--- src/rtl/ling_pkg.sv ---
package ling_pkg;

    localparam int GRP = 4;

    typedef struct packed {
        logic h;
        logic t;
    } lpair_t;

    function automatic lpair_t lmerge(lpair_t hi, lpair_t lo);
        lpair_t r;
        r.h = hi.h | (hi.t & lo.h);
        r.t = hi.t & lo.t;
        return r;
    endfunction

    function automatic logic grp_h(logic [GRP-1:0] g, logic [GRP-1:0] t);
        return g[3] | g[2] | (t[2] & g[1]) | (t[2] & t[1] & g[0]);
    endfunction

    function automatic logic grp_t(logic [GRP-1:0] t, logic tprev);
        return t[2] & t[1] & t[0] & tprev;
    endfunction

endpackage

--- src/rtl/ling_leaf.sv ---
module ling_leaf
    import ling_pkg::*;
#(
    parameter int W = 64
) (
    input  logic [W-1:0]              a,
    input  logic [W-1:0]              b,
    output lpair_t [W/GRP-1:0]        leaf,
    output logic   [W/GRP-1:0]        tend
);
    localparam int NG = W / GRP;

    logic [W-1:0] gv;
    logic [W-1:0] tv;

    assign gv = a & b;
    assign tv = a | b;

    genvar j;
    generate
        for (j = 0; j < NG; j++) begin : g_grp
            logic tprev;
            if (j == 0) begin : g_first
                assign tprev = 1'b1;
            end else begin : g_rest
                assign tprev = tv[j*GRP-1];
            end
            assign leaf[j].h = grp_h(gv[j*GRP +: GRP], tv[j*GRP +: GRP]);
            assign leaf[j].t = grp_t(tv[j*GRP +: GRP], tprev);
            assign tend[j]   = tv[j*GRP+GRP-1];
        end
    endgenerate

endmodule

--- src/rtl/ling_tree.sv ---
module ling_tree
    import ling_pkg::*;
#(
    parameter int NG = 16
) (
    input  lpair_t [NG-1:0] leaf,
    output lpair_t [NG-1:0] pre
);
    localparam int LV = $clog2(NG);

    lpair_t [NG-1:0] lvl [LV+1];

    assign lvl[0] = leaf;

    genvar s, i;
    generate
        for (s = 0; s < LV; s++) begin : g_lvl
            localparam int D = 1 << s;
            for (i = 0; i < NG; i++) begin : g_node
                if (i >= D) begin : g_mrg
                    assign lvl[s+1][i] = lmerge(lvl[s][i], lvl[s][i-D]);
                end else begin : g_pass
                    assign lvl[s+1][i] = lvl[s][i];
                end
            end
        end
    endgenerate

    assign pre = lvl[LV];

endmodule

--- src/rtl/ling_csel.sv ---
module ling_csel
    import ling_pkg::*;
(
    input  logic [GRP-1:0] a4,
    input  logic [GRP-1:0] b4,
    input  logic           sel,
    output logic [GRP-1:0] s4
);
    logic [GRP-1:0] s_zero;
    logic [GRP-1:0] s_one;

    assign s_zero = a4 + b4;
    assign s_one  = a4 + b4 + GRP'(1);
    assign s4     = sel ? s_one : s_zero;

endmodule

--- src/rtl/ling_adder.sv ---
module ling_adder
    import ling_pkg::*;
#(
    parameter int W = 64
) (
    input  logic [W-1:0] a,
    input  logic [W-1:0] b,
    input  logic         cin,
    output logic [W-1:0] sum,
    output logic         cout
);
    localparam int NG = W / GRP;

    lpair_t [NG-1:0] leaf;
    lpair_t [NG-1:0] pre;
    logic   [NG-1:0] tend;
    logic   [NG:0]   hcar;
    logic   [NG:0]   cgrp;

    ling_leaf #(.W(W)) u_leaf (
        .a    (a),
        .b    (b),
        .leaf (leaf),
        .tend (tend)
    );

    ling_tree #(.NG(NG)) u_tree (
        .leaf (leaf),
        .pre  (pre)
    );

    assign hcar[0] = cin;
    assign cgrp[0] = cin;

    genvar j;
    generate
        for (j = 0; j < NG; j++) begin : g_sel
            assign hcar[j+1] = pre[j].h | (pre[j].t & cin);
            assign cgrp[j+1] = tend[j] & hcar[j+1];
            ling_csel u_csel (
                .a4  (a[j*GRP +: GRP]),
                .b4  (b[j*GRP +: GRP]),
                .sel (cgrp[j]),
                .s4  (sum[j*GRP +: GRP])
            );
        end
    endgenerate

    assign cout = cgrp[NG];

endmodule

--- config.mk ---
export PLATFORM = sky130hd
export DESIGN_NAME = ling_adder
export DESIGN_NICKNAME = d
export VERILOG_FILES = /design/src/rtl/ling_pkg.sv /design/src/rtl/ling_leaf.sv /design/src/rtl/ling_tree.sv /design/src/rtl/ling_csel.sv /design/src/rtl/ling_adder.sv
export SDC_FILE = /design/constraint.sdc
export NUM_CORES = 1
export LEC_CHECK = 0
export ABC_AREA = 1
export BUFFER_PORTS_ARGS = -buffer_cell sky130_fd_sc_hd__buf_4
export CORE_MARGIN = 3
export CORE_UTILIZATION = 45
export DETAILED_ROUTE_END_ITERATION = 6
export PLACE_DENSITY_LB_ADDON = 0.05
export SYNTH_ARGS = -nofsm -noshare
export SYNTH_HDL_FRONTEND = slang
export SYNTH_SLANG_ARGS = --single-unit
export TNS_END_PERCENT = 5
--- constraint.sdc ---
create_clock -name vclk -period 3.6
set_clock_uncertainty 0.1 [all_clocks]
set_input_delay 0.9 -clock vclk [all_inputs]
set_output_delay 0.9 -clock vclk [all_outputs]
set_load 0.02 [all_outputs]
==> flow_metrics.py <==
metrics = {
    "global_routing": {
        "grt_use_met1_pct": 23.23,
        "grt.met2_usage_pct": 34.49,
        "grt_pass1_vias": 5540,
        "grt_usage_pct": 18.24,
        "antenna_found_initial": 0,
        "met3_usage_pct": 1.914,
        "grt_pass1_wl_mm": 22.87,
        "grt_busiest_layer": "met2",
        "grt_max_degree": 7,
        "gr-total-overflow": 0,
    },
    "timing": {
        "rsz0062_at_grt": "yes",
        "hold_ws_ns": 2.024,
        "drv_slew": 0,
        "finalCritPeriodShare_pct": 97.37,
        "setup_ws_ns": 0.09477,
        "max_freq_mhz": 285.3,
        "layout_min_cycle_time_ns": 3.505,
        "worst_pin_slew_ns": 0.3757,
        "slew_headroom_pct": 74.95,
        "setup-tns-final_ns": 0,
        "finalSetupViolCount": 0,
        "hold_violations": 0,
    },
    "pwr": {
        "ir_drop_v": 0.0001542,
        "pwr-share-seq_pct": 0,
        "swShare_pct": 54.66,
        "switching_power_mw": 0.9424,
        "p_leak_nw": 4.721,
        "p_int_mw": 0.7817,
        "p_comb_share_pct": 100.0,
        "clkPwrFrac_pct": 0,
        "power_density_mw_per_mm2": 216.0,
    },
    "synthesis": {
        "synthCells": 904,
        "yosysSeqAreaShare_pct": 0,
        "syn-cell-area_mm2": 0.005704,
        "syn_area_per_cell_um2": 6.310,
        "synth.distinct_cells": 26,
        "synth_nets": 1193,
        "synth_warnings": 0,
    },
    "route": {
        "drc": 0,
        "wl_mm": 13.60,
        "vias_per_cell": 4.542,
        "num_vias": 5828,
        "drtAntennaViolNets": 0,
        "wire_per_inst_um": 10.60,
        "first_pass_iters": 4,
        "drt_iter0_markers": 140,
    },
    "outcome": {
        "outcome": "finished clean",
    },
    "place": {
        "pre_cts_slack_ns": 0.01022,
        "gp_congestion": 0.8696,
        "portBuffers": 194,
        "dpl.hpwl_mm": 12.40,
    },
    "cells_and_area": {
        "fillers": 1226,
        "final_common_cell": "inv_1",
        "layout-drive-gt1-share_pct": 34.80,
        "antenna_cells": 0,
        "nClkBuffers": 0,
        "seq_cells": 0,
        "layout.nets": 1406,
        "area_growth_pct": 39.90,
        "final_cell_mix": "inv_1 (195), buf_4 (190), nand2_1 (180)",
        "final-seq-area_um2": 0,
        "final_util_pct": 65.35,
    },
    "clock_tree": {
        "cts_hold_buffers": 0,
    },
    "worst_setup_path": {
        "critPathBufInv": 3,
        "cp_top_family": "simple AND/OR/NAND/NOR gates",
        "worstPathArrival_ns": 2.51,
        "worstSetupPathType": "primary input to output pin",
        "crit_path_start_kind": "primary input",
        "worst-path-max-fanout": 3,
        "crit_path_max_incr_delay_ns": 0.37,
        "worst_ep_required_time_ns": 2.60,
        "end_kind": "output pin",
        "crit_path_cell_trace": "buf_4, ha_2, fa_1, or2_2, nand2_1, inv_1, nand3_1, xnor2_1, nand3_1, nand2_1, buf_4",
        "critPathSlowestCell": "fa_1",
    },
    "die": {
        "die_h_um": 118.6,
        "start_util_pct": 46.71,
        "dieWidth_um": 118.6,
        "dieArea_mm2": 0.01406,
        "rows": 40,
        "io_pins": 194,
        "fp.coreArea_mm2": 0.01221,
    },
    "job": {
        "drv_cap": 0,
    },
    "hold_path": {
        "hold_path.class": "primary input to output pin",
    },
}
-- repair_timing --
action,4_1_cts,5_1_grt
pin swaps,0,62
resized for setup,1,137
setup endpoints to repair,1,43
setup buffers,0,5
-- layout make-up --
cell class,instances,area (um2),area share (%)
Tap cell,168,210.2,2.634
Timing Repair Buffer,211,1689,21.17
Inverter,224,843.3,10.57
Multi-Input combinational cell,680,5238,65.63
-- power groups by stage --
| stage | Combinational (mW) | Sequential [mW] | Clock (mW) |
|---|---|---|---|
| after floorplan | 1.00 | 0 | 0 |
| after global placement | 1.60 | 0 | 0 |
| after detailed placement | 1.61 | 0 | 0 |
| after CTS | 1.62 | 0 | 0 |
| after global routing | 1.91 | 0 | 0 |
| final | 1.72 | 0 | 0 |
-- cells by family (layout without fill, tap and decap cells) --
family	Yosys count	after routing	synth area share, %
AO/OA/AOI/OAI	36	36	3.510
XOR/XNOR	66	66	10.13
adder cells (fa/ha/maj)	160	160	37.20
buffers and inverters	224	435	14.74
multiplexers	1	1	0.1974
AND/OR/NAND/NOR	417	417	34.22
-- cells in the mapped netlist, drive strengths merged --
cell      n  area share, %
nand3b    6           0.79
inv     224             15
xnor2    34            5.2
nand2   248             19
a21oi    27            2.6
nor3      3           0.35
nor2     69            6.1
a31oi     1           0.11
xor2     32            4.9
nand3    82            7.4
o211ai    3           0.39
fa       16            5.6
o21ai     5           0.44
ha      144             32
nand4     2           0.22
mux2      1           0.20
or2       7           0.77
-- worst paths after layout --
path / slack [ns] / cells after the start / to / startpoint
setup / recovery: 0.09 / 11 / sum[55] / a[52]
hold / removal: 2.02 / 3 / sum[0] / cin
-- per-stage QoR --
stage,cell area (um2),power [mW],instances
after detailed placement,7473,1.606,1278
after global routing,7980,1.906,1283
after global placement,7473,1.598,1278
after CTS,7476,1.615,1278
after floorplan,5704,1.005,904
final,7980,1.724,1283
-- layer usage --
metal / vias to the layer above / routed length (um) / part of all wire, %
met5: - / 0 / 0
met1: 2566 / 6077 / 45
met3: 6 / 663 / 4.9
li1: 3143 / - / -
met2: 113 / 6775 / 50
met4: 0 / 87 / 0.64
Power figures use the tool's default switching activity.
